**src/rtl/irq_arb_pkg.sv**
```systemverilog
package irq_arb_pkg;

    localparam int PRIO_W = 3;
    localparam int LVL_W  = 4;
    localparam int VEC_W  = 7;

    typedef logic [PRIO_W-1:0] prio_t;
    typedef logic [LVL_W-1:0]  lvl_t;
    typedef logic [VEC_W-1:0]  vec_t;

    // candidate travelling up the selection tree
    typedef struct packed {
        logic  valid;
        prio_t prio;
        vec_t  idx;
    } cand_t;

    // content of the holding register
    typedef struct packed {
        logic req;
        vec_t vec;
        lvl_t lvl;
    } hold_t;

    // lower-index operand wins on equal priority
    function automatic cand_t pick(input cand_t lo, input cand_t hi);
        if (lo.valid && (!hi.valid || lo.prio >= hi.prio))
            return lo;
        return hi;
    endfunction

    function automatic lvl_t to_lvl(input prio_t p);
        return lvl_t'(p);
    endfunction

endpackage

```
**src/rtl/irq_flag_sampler.sv**
```systemverilog
module irq_flag_sampler #(
    parameter int N_SRC = 16
) (
    input  logic             clk,
    input  logic             rst,
    input  logic [N_SRC-1:0] flag_i,
    output logic [N_SRC-1:0] flag_q
);
    always_ff @(posedge clk) begin
        if (rst) flag_q <= '0;
        else     flag_q <= flag_i;
    end
endmodule

```
**src/rtl/irq_prio_tree.sv**
```systemverilog
module irq_prio_tree
    import irq_arb_pkg::*;
#(
    parameter int N_SRC = 16
) (
    input  logic [N_SRC-1:0]        pend_i,
    input  logic [N_SRC*PRIO_W-1:0] prio_i,
    output cand_t                   win_o
);
    localparam int LG    = (N_SRC > 1) ? $clog2(N_SRC) : 1;
    localparam int NP    = 1 << LG;
    localparam int NODES = 2 * NP - 1;

    cand_t node [NODES];

    for (genvar i = 0; i < NP; i++) begin : g_leaf
        if (i < N_SRC) begin : g_real
            prio_t p;
            assign p = prio_i[i*PRIO_W +: PRIO_W];
            assign node[NP-1+i] = '{valid: pend_i[i] && (p != '0),
                                    prio:  p,
                                    idx:   vec_t'(i)};
        end else begin : g_pad
            assign node[NP-1+i] = '0;
        end
    end

    for (genvar j = 0; j < NP - 1; j++) begin : g_merge
        assign node[j] = pick(node[2*j+1], node[2*j+2]);
    end

    assign win_o = node[0];
endmodule

```
**src/rtl/irq_hold_reg.sv**
```systemverilog
module irq_hold_reg
    import irq_arb_pkg::*;
#(
    parameter int VEC_BASE = 8
) (
    input  logic  clk,
    input  logic  rst,
    input  logic  ack_i,
    input  lvl_t  cpu_ipl_i,
    input  cand_t win_i,
    output hold_t hold_o
);
    hold_t hold_q;
    hold_t hold_d;
    logic  above;

    assign above = win_i.valid && (to_lvl(win_i.prio) > cpu_ipl_i);

    always_comb begin
        hold_d = '0;
        if (above) begin
            hold_d.req = 1'b1;
            hold_d.vec = vec_t'(VEC_BASE) + win_i.idx;
            hold_d.lvl = to_lvl(win_i.prio);
        end
    end

    always_ff @(posedge clk) begin
        if (rst)         hold_q <= '0;
        else if (!ack_i) hold_q <= hold_d;
    end

    assign hold_o = hold_q;

    // acknowledge freezes the held content
    a_r8_ack_freeze: assert property (@(posedge clk) disable iff (rst)
        ack_i |=> $stable(hold_q));

    // a captured request is strictly above the level seen at capture
    a_r6_strictly_above: assert property (@(posedge clk) disable iff (rst)
        !ack_i |=> (!hold_q.req || hold_q.lvl > $past(cpu_ipl_i)));
endmodule

```
**src/rtl/irq_prio_arbiter.sv**
```systemverilog
module irq_prio_arbiter
    import irq_arb_pkg::*;
#(
    parameter int N_SRC    = 16,
    parameter int VEC_BASE = 8
) (
    input  logic                    clk,
    input  logic                    rst,
    input  logic [N_SRC-1:0]        flag_i,
    input  logic [N_SRC-1:0]        enable_i,
    input  logic [N_SRC*PRIO_W-1:0] prio_i,
    input  logic [LVL_W-1:0]        cpu_ipl_i,
    input  logic                    ack_i,
    output logic                    irq_o,
    output logic [VEC_W-1:0]        vec_o,
    output logic [LVL_W-1:0]        lvl_o
);
    logic [N_SRC-1:0] flag_q;
    logic [N_SRC-1:0] pend;
    cand_t            win;
    hold_t            hold;

    irq_flag_sampler #(.N_SRC(N_SRC)) u_sampler (
        .clk    (clk),
        .rst    (rst),
        .flag_i (flag_i),
        .flag_q (flag_q)
    );

    assign pend = flag_q & enable_i;

    irq_prio_tree #(.N_SRC(N_SRC)) u_tree (
        .pend_i (pend),
        .prio_i (prio_i),
        .win_o  (win)
    );

    irq_hold_reg #(.VEC_BASE(VEC_BASE)) u_hold (
        .clk       (clk),
        .rst       (rst),
        .ack_i     (ack_i),
        .cpu_ipl_i (cpu_ipl_i),
        .win_i     (win),
        .hold_o    (hold)
    );

    assign irq_o = hold.req;
    assign vec_o = hold.vec;
    assign lvl_o = hold.lvl;

    // the tree only names a winner when some source is flagged and enabled
    a_r2_win_needs_pending: assert property (@(posedge clk) disable iff (rst)
        win.valid |-> (|(flag_q & enable_i)));

    // a request never carries level zero
    a_r3_nonzero_level: assert property (@(posedge clk) disable iff (rst)
        irq_o |-> (lvl_o != '0));

    // idle outputs are zero
    a_r7_idle_zero: assert property (@(posedge clk) disable iff (rst)
        !irq_o |-> (vec_o == '0 && lvl_o == '0));
endmodule

```
**config.mk**
```make
export PLATFORM = sky130hd
export DESIGN_NAME = irq_prio_arbiter
export DESIGN_NICKNAME = d
export VERILOG_FILES = /design/src/rtl/irq_arb_pkg.sv /design/src/rtl/irq_flag_sampler.sv /design/src/rtl/irq_prio_tree.sv /design/src/rtl/irq_hold_reg.sv /design/src/rtl/irq_prio_arbiter.sv
export SDC_FILE = /design/constraint.sdc
export NUM_CORES = 1
export LEC_CHECK = 0
export ABC_AREA = 1
export ABC_CLOCK_PERIOD_IN_PS = 7400
export CORE_ASPECT_RATIO = 1.75
export CORE_MARGIN = 2
export CORE_UTILIZATION = 25
export DETAILED_ROUTE_END_ITERATION = 8
export DONT_BUFFER_PORTS = 1
export GPL_TIMING_DRIVEN = 0
export PLACE_DENSITY = 0.38
export SLEW_MARGIN = 0
export SYNTH_ARGS = -nofsm -noshare
export SYNTH_HDL_FRONTEND = slang
export SYNTH_HIERARCHICAL = 1
export SYNTH_SLANG_ARGS = --single-unit
export TNS_END_PERCENT = 50
```
**constraint.sdc**
```tcl
create_clock -name clk -period 7.4 [get_ports clk]
set_input_delay 1.48 -clock clk [delete_from_list [all_inputs] [get_ports clk]]
set_output_delay 1.48 -clock clk [all_outputs]
set_load 0.05 [all_outputs]
```
==> results of run 1 <==
[synth_stat cells (all sizes together)]
master,number,area share
clkinv,1,0.0010
a21boi,2,0.0051
o21ai,8,0.013
buf,10,0.024
inv,123,0.13
nor2,42,0.060
conb,2,0.0020
o22ai,1,0.0017
ha,49,0.17
nand3b,5,0.011
nand3,87,0.13
and3,4,0.0068
and2,19,0.032
nand2,195,0.21
dfxtp,27,0.15
xor2,1,0.0024
o211ai,3,0.0061
o21bai,1,0.0020
nand4,4,0.0068
a21oi,26,0.046
[logic make-up after synthesis]
group           share of synthesized area
simple gates                        0.459
compound gates                     0.0742
other cells                       0.00203
flops                               0.146
xor+xnor                          0.00237
buf+inv                             0.151
fa+ha+maj                           0.166
[flip-flops by register name, indices dropped and copies added, names as in the netlist]
name	count
u_hold/hold_o	11
u_sampler/flag_q	16
[tightest hold or removal path, stage by stage, from the launching register on]
cell     delay [ns]
dfxtp_1        0.48
nand2_1        0.14
a21oi_1        0.06
[stage by stage]
| step | utilization | worst slack (ns) | total power [mW] | hold WS, ns |
|---|---|---|---|---|
| CTS | 0.278 | 0.554 | 0.626 | 0.729 |
| finish | 0.278 | 0.619 | 0.609 | 0.722 |
| global route | 0.278 | 0.0340 | 0.676 | 0.763 |
| detailed placement | 0.272 | 0.272 | 0.483 | 0.716 |
| floorplan | - | 1.06 | 0.420 | 0.686 |
| global placement | 0.272 | 0.349 | 0.476 | 0.716 |
[final cells by class]
| cell class | instances | area (um^2) | share of cell area |
|---|---|---|---|
| plain buffers | 10 | 88.8 | 0.0222 |
| clock buffers | 3 | 75.1 | 0.0187 |
| clock inverters | 1 | 7.51 | 0.00187 |
| inverters | 124 | 468 | 0.117 |
| multi-input cells | 451 | 2610 | 0.650 |
| flip-flops and latches | 27 | 541 | 0.135 |
| well taps | 180 | 225 | 0.0562 |
[per-layer routing]
metal / routed length, um / share of wire / up-vias
li1: - / - / 1912
met4: 209 / 0.020 / 0
met3: 245 / 0.024 / 10
met2: 6050 / 0.59 / 55
met1: 3720 / 0.36 / 1602
met5: 0 / 0 / -
[where the power goes]
part	internal, mW	switching, mW	total (mW)
Sequential	0.155	0.0221	0.177
Combinational	0.112	0.186	0.298
Clock	0.0739	0.0605	0.134
Total	0.341	0.268	0.609
[worst paths after layout]
path	slack [ns]	end	from
hold / removal	0.72	u_hold/hold_o[10]$_SDFFE_PP0N_	u_hold/hold_o[10]$_SDFFE_PP0N_
setup / recovery	0.62	u_hold/hold_o[0]$_SDFFE_PP0N_	prio_i[41]
hold reg to reg	0.72	u_hold/hold_o[10]$_SDFFE_PP0N_	u_hold/hold_o[10]$_SDFFE_PP0N_
setup reg to reg	1.86	u_hold/hold_o[0]$_SDFFE_PP0N_	u_sampler/flag_q[7]$_SDFF_PP0_
==> results.json, run 1 <==
{
  "status": "finished, final reports clean",
  "antenna_left": 0,
  "synth_cell_types": 36,
  "rows": 58,
  "antenna_found_initial": 0,
  "cts_buffer_depth": 2,
  "syn_to_final_growth_pct": 8.53,
  "postCtsSetupBuffers": 0,
  "cts_sinks": 27,
  "die_h_um": 165,
  "final_area_um2": 4010,
  "cts_resized": 0,
  "grt_pass1_wl_um": 16600,
  "dieArea_um2": 15800,
  "skew_ns": 0.00316,
  "grtUsageTotal": 0.135,
  "ios": 99,
  "dieWidth_um": 95.9,
  "drc_errors": 0,
  "slew-limit-headroom": 0.632,
  "final_cell_mix": "nand2_1 (183), inv_1 (114), nand3_1 (78)",
  "path_delay_family": "simple AND/OR/NAND/NOR gates",
  "top_usage_layer": "met2",
  "clock_latency_ns": 0.27,
  "cts_max_level": 1,
  "initial_core_util": 0.256,
  "critPathCaptureType": "register",
  "finalNonFillerCells": 796,
  "cp-start-kind": "primary input",
  "arrival_ns": 7.00,
  "p_leak_nw": 2.33,
  "cts_buffers": 3,
  "rsz0062_at_grt": "false",
  "gr-total-overflow": 0,
  "synthesis.area_um2": 3690,
  "grt_max_degree": 17,
  "use_met1": 0.132,
  "fin_crit_ns": 6.78,
  "ys.warnings.count": 6,
  "hpwl_um": 9150,
  "ys_seq_area_frac": 0.146,
  "max_freq_ghz": 0.147,
  "worstPathRequired_ns": 7.62,
  "gp_congestion": 0.799,
  "max_cap_violations": 0,
  "vias": 3579,
  "root_buffer": "clkbuf_16",
  "fill_cells": 1645,
  "drt-total-wl_um": 10200,
  "fin_setup_tns_ns": 0,
  "firstDrtPassIters": 4,
  "power.density_nw_per_um2": 152,
  "routed_via_density": 4.50,
  "clkTransAtPathRegs_ns": 0.08,
  "met3_usage": 0.00821,
  "cts_tree": "built",
  "hold_depth": 2,
  "placed_cell_area_um2": 3930,
  "tightestPinTransition_ns": 0.551,
  "finalNetCount": 753,
  "r2r_cells": 34,
  "critPathSlowestCell": "ha_1",
  "drt_iter0_drc": 94,
  "dp.cells": 792,
  "final_common_cell": "nand2_1",
  "path_class": "in -> reg",
  "crit_buf_inv": 5,
  "syn_inst": 610,
  "min_path_type": "reg -> reg",
  "ys_ff_latch": 27,
  "port_buffers": 0,
  "syn_area_per_cell_um2": 6.06,
  "critical_path_depth": 39,
  "crit_top_cell": "nand2_1",
  "irDropWorstVdd_uv": 73.9,
  "fin_crit_sh": 0.916,
  "grt_use_met2": 0.283,
  "drive_gt1_frac": 0.115,
  "hold_viol_final": 0,
  "setup_violations": 0,
  "core_area_um2": 14400,
  "cts_hold_buf": 0,
  "grt_pass1_vias": 3715,
  "num_antenna_cells": 0,
  "critPathMaxStageDelay_ns": 0.32,
  "routedWlPerCell_um": 12.9,
  "crit_fanout": 13,
  "drv_slew": 0
}
No activity file was read; power rests on OpenSTA's default activity.
==> inputs of run 2 (changes only) <==
- CTS_BUF_LIST: unset -> sky130_fd_sc_hd__clkbuf_8
==> results.json, run 2 (synthesized netlist as in run 1, its figures left out) <==
{
  "status": "finished, final reports clean",
  "cp-start-kind": "primary input",
  "critPathMaxStageDelay_ns": 0.32,
  "power.density_nw_per_um2": 144,
  "worst_slack_ns": 0.624,
  "drv_slew": 0,
  "largest_reg_flops": 16,
  "comb_power_share": 0.522,
  "port_buffers": 0,
  "cts_max_level": 1,
  "die_h_um": 165,
  "fin_crit_ns": 6.78,
  "slew-limit-headroom": 0.627,
  "final_area_um2": 3980,
  "gr-total-overflow": 0,
  "antenna_found_initial": 0,
  "final_cell_mix": "nand2_1 (183), inv_1 (114), nand3_1 (78)",
  "clock_latency_ns": 0.30,
  "skew_ns": 0.00967,
  "dieArea_um2": 15800,
  "finalNetCount": 753,
  "grt_pass1_vias": 3722,
  "antenna_left": 0,
  "dieWidth_um": 95.9,
  "drt_iter0_drc": 102,
  "placed_cell_area_um2": 3930,
  "routed_via_density": 4.51,
  "hold_viol_final": 0,
  "top_register": "u_sampler/flag_q",
  "syn_to_final_growth_pct": 7.62,
  "use_met1": 0.132,
  "irDropWorstVdd_uv": 69.4,
  "met3_usage": 0.00684,
  "cts_sinks": 27,
  "rsz0062_at_grt": "false",
  "postCtsSetupBuffers": 0,
  "worstPathRequired_ns": 7.64,
  "top_usage_layer": "met2",
  "core_area_um2": 14400,
  "critPathCaptureType": "register",
  "pwr-share-clk": 0.169,
  "r2r_cells": 38,
  "fin_crit_sh": 0.916,
  "cts_tree": "built",
  "min_path_type": "reg -> reg",
  "grtUsageTotal": 0.135,
  "arrival_ns": 7.02,
  "internal-power_uw": 306,
  "final_common_cell": "nand2_1",
  "drt-total-wl_um": 10300,
  "tightestPinTransition_ns": 0.558,
  "initial_core_util": 0.256,
  "p_seq_frac": 0.309,
  "vias": 3591,
  "grt_max_degree": 17,
  "grt_pass1_wl_um": 16600,
  "p_leak_nw": 2.32,
  "ios": 99,
  "dp.cells": 792,
  "cts_buffers": 3,
  "num_antenna_cells": 0,
  "hold_depth": 2,
  "gp_congestion": 0.799,
  "setup_violations": 0,
  "cts_buffer_depth": 2,
  "finalNonFillerCells": 796,
  "drc_errors": 0,
  "root_buffer": "clkbuf_8",
  "max_freq_ghz": 0.148,
  "clkTransAtPathRegs_ns": 0.12,
  "drive_gt1_frac": 0.115,
  "swShare": 0.466,
  "preCtsSetupSlack_ns": 0.272,
  "critPathSlowestCell": "ha_1",
  "p_sw_uw": 267,
  "max_cap_violations": 0,
  "firstDrtPassIters": 4,
  "grt_use_met2": 0.284,
  "crit_top_cell": "nand2_1",
  "rows": 58,
  "crit_fanout": 13,
  "cts_resized": 0,
  "fin_setup_tns_ns": 0,
  "hold-worst-slack_ns": 0.727,
  "cts_hold_buf": 0,
  "path_class": "in -> reg",
  "hpwl_um": 9150,
  "fill_cells": 1643,
  "routedWlPerCell_um": 12.9
}
==> run 2: cell counts in the layout (fill, tap and decap cells not counted) <==
No cell type changed its count.
==> run 2: worst max-delay path, delay by kind of cell <==
kind,cells,cell delay (ns)
AOI/OAI and AO/OA,7,0.94
adders and majority gates,5,1.50
buffers and inverters,5,0.43
and+or+nand+nor,22,2.64
==> run 2: layer usage <==
layer	vias up	wire length (um)	share of wire
li1	1911	-	-
met1	1613	3720	0.36
met2	58	6090	0.59
met3	9	261	0.025
met4	0	202	0.020
met5	-	0	0
==> run 2: worst paths after layout <==
check / slack [ns] / end / start
max: 0.62 / u_hold/hold_o[0]$_SDFFE_PP0N_ / prio_i[41]
min: 0.73 / u_hold/hold_o[10]$_SDFFE_PP0N_ / u_hold/hold_o[10]$_SDFFE_PP0N_
max reg2reg: 1.86 / u_hold/hold_o[0]$_SDFFE_PP0N_ / u_sampler/flag_q[13]$_SDFF_PP0_
min reg2reg: 0.73 / u_hold/hold_o[10]$_SDFFE_PP0N_ / u_hold/hold_o[10]$_SDFFE_PP0N_
==> run 2: stage by stage <==
stage	util	power [mW]
detailed placement	0.272	0.483
finish	0.275	0.572
CTS	0.275	0.586
global route	0.275	0.636
floorplan	-	0.420
global placement	0.272	0.476
==> run 2: final cells by class <==
type,count,area (um^2),share of cell area
Tap cell,180,225,0.0566
Clock inverter,1,7.51,0.00189
Clock buffer,3,41.3,0.0104
Sequential cell,27,541,0.136
Buffer,10,88.8,0.0223
Inverter,124,468,0.118
Multi-Input combinational cell,451,2610,0.655
==> run 2: power groups by stage <==
stage / Combinational [mW] / Sequential (mW) / Clock, mW
floorplan: 0.242 / 0.179 / 0
detailed placement: 0.302 / 0.181 / 0
finish: 0.299 / 0.177 / 0.0967
global route: 0.349 / 0.178 / 0.109
global placement: 0.295 / 0.181 / 0
CTS: 0.304 / 0.178 / 0.105
==> inputs of run 3 (changes only) <==
- ABC_CLOCK_PERIOD_IN_PS: 7400 -> 6500
- clock period: 7.4 -> 6.5 ns (I/O delays scaled with it)
==> results.json, run 3 (synthesized netlist as in run 1, its figures left out) <==
{
  "status": "finished, final reports clean",
  "dp.cells": 792,
  "grt_pass1_wl_um": 16700,
  "hp-start": "u_hold/hold_o[10]$_SDFFE_PP0N_",
  "arrival_ns": 6.39,
  "irDropWorstVdd_uv": 84.8,
  "drive_gt1_frac": 0.236,
  "critPathMaxStageDelay_ns": 0.28,
  "initial_core_util": 0.256,
  "fin_crit_ns": 6.16,
  "rr_startpoint": "u_sampler/flag_q[7]$_SDFF_PP0_",
  "root_buffer": "clkbuf_8",
  "cts_tree": "built",
  "top_register": "u_sampler/flag_q",
  "core_area_um2": 14400,
  "clkTransAtPathRegs_ns": 0.12,
  "die_h_um": 165,
  "clock_latency_ns": 0.30,
  "dieWidth_um": 95.9,
  "routedWlPerCell_um": 13.2,
  "cts_max_level": 1,
  "cts_buffer_depth": 2,
  "drc_errors": 0,
  "critPathSlowestCell": "ha_1",
  "max_freq_ghz": 0.162,
  "tightestPinTransition_ns": 0.567,
  "worstPathRequired_ns": 6.74,
  "pwr-share-clk": 0.147,
  "p_leak_nw": 2.46,
  "max_cap_violations": 0,
  "critPathCaptureType": "register",
  "skew_ns": 0.00907,
  "r2r_cells": 37,
  "routed_via_density": 4.54,
  "setup_violations": 0,
  "drv_slew": 0,
  "grtUsageTotal": 0.135,
  "ios": 99,
  "num_antenna_cells": 0,
  "cts_sinks": 27,
  "crit_fanout": 6,
  "hpwl_um": 9150,
  "hold_end": "u_hold/hold_o[10]$_SDFFE_PP0N_",
  "final_common_cell": "nand2_1",
  "power.density_nw_per_um2": 170,
  "swShare": 0.454,
  "cts_buffers": 3,
  "antenna_found_initial": 0,
  "gp_congestion": 0.799,
  "firstDrtPassIters": 4,
  "cp-start-kind": "primary input",
  "min_path_type": "reg -> reg",
  "hold_viol_final": 0,
  "grt_pass1_vias": 3748,
  "drt-total-wl_um": 10800,
  "dieArea_um2": 15800,
  "grt_max_degree": 17,
  "internal-power_uw": 414,
  "slew-limit-headroom": 0.622,
  "p_seq_frac": 0.266,
  "vias": 3701,
  "drt_iter0_drc": 94,
  "p_sw_uw": 345,
  "antenna_left": 0,
  "rows": 58,
  "gr-total-overflow": 0,
  "comb_power_share": 0.588,
  "syn_to_final_growth_pct": 21.0,
  "fin_crit_sh": 0.947,
  "final_cell_mix": "nand2_1 (169), inv_1 (111), nand3_1 (65)",
  "crit_top_cell": "nand2_1",
  "fin_setup_tns_ns": 0,
  "path_class": "in -> reg",
  "regToRegEndpoint": "u_hold/hold_o[5]$_SDFFE_PP0N_",
  "rrSetupSlack_ns": 1.36,
  "port_buffers": 0,
  "largest_reg_flops": 16,
  "finalNetCount": 773,
  "finalNonFillerCells": 816,
  "hold_depth": 2
}
==> run 3: cell count changes in the layout (fill, tap and decap cells not counted), moves of 5 or more <==
cell / change
a21oi_1: -6
a21oi_2: +6
buf_4: +19
ha_1: -10
ha_4: +10
nand2_1: -14
nand2_2: +11
nand3_1: -13
nand3_2: +12
nor2_1: -5
==> run 3: metrics by stage <==
stage          cell area [um^2]  setup slack (ns)   util  hold slack (ns)  total power [mW]
2_1_floorplan              3700             0.343      -            0.686             0.479
3_3_place_gp               3930            -0.371  0.272            0.716             0.542
4_1_cts                    4010            0.0274  0.278            0.734             0.676
5_1_grt                    4470           -0.0309  0.309            0.766             0.833
6_report                   4470             0.343  0.309            0.728             0.759
3_5_place_dp               3930            -0.448  0.272            0.716             0.550
==> run 3: cell type report <==
class,count,area (um^2)
buffer,10,88.8
clock buffer,3,41.3
clock inverter,1,7.51
fill,1624,9970
inverter,124,478
multi-input combinational,451,2930
sequential,27,541
tap,180,225
timing repair buffer,20,154
==> run 3: power by group through the flow <==
stage | Clock [mW] | Combinational, mW | Sequential (mW)
floorplan | 0 | 0.275 | 0.203
global placement | 0 | 0.336 | 0.206
detailed placement | 0 | 0.344 | 0.206
CTS | 0.120 | 0.354 | 0.202
global route | 0.124 | 0.506 | 0.203
finish | 0.111 | 0.446 | 0.202
==> run 3: timing repair <==
| item | in CTS | in global routing |
|---|---|---|
| buffers inserted | 3 | 16 |
| gates resized for setup | 4 | 70 |
| hold buffers | 0 | 0 |
| gates cloned | 0 | 1 |
| pin swaps | 2 | 41 |
| setup endpoints to repair | 9 | 9 |
==> run 3: how the worst max path moves through the flow <==
stage,from,to,slack [ns]
4_1_cts,prio_i[29],u_hold/hold_o[8]$_SDFFE_PP0N_,0.03
2_1_floorplan,prio_i[41],u_hold/hold_o[6]$_SDFFE_PP0N_,0.34
6_report,prio_i[23],u_hold/hold_o[5]$_SDFFE_PP0N_,0.34
5_1_grt,prio_i[29],u_hold/hold_o[1]$_SDFFE_PP0N_,-0.03
3_5_place_dp,prio_i[12],u_hold/hold_o[0]$_SDFFE_PP0N_,-0.45
3_3_place_gp,prio_i[12],u_hold/hold_o[0]$_SDFFE_PP0N_,-0.37
==> run 3: layer usage <==
layer,up-vias,share of wire,GRT usage
met3,9,0.025,0.00684
met1,1681,0.35,0.132
met4,0,0.019,0.0435
met2,56,0.60,0.286
li1,1955,-,-
met5,-,0,0
==> run 3: worst max-delay path, delay by kind of cell <==
kind | cells | cell delay (ns)
adder cells (fa/ha/maj) | 5 | 1.34
AO/OA/AOI/OAI | 7 | 1.17
buffers and inverters | 4 | 0.36
AND/OR/NAND/NOR | 21 | 2.20
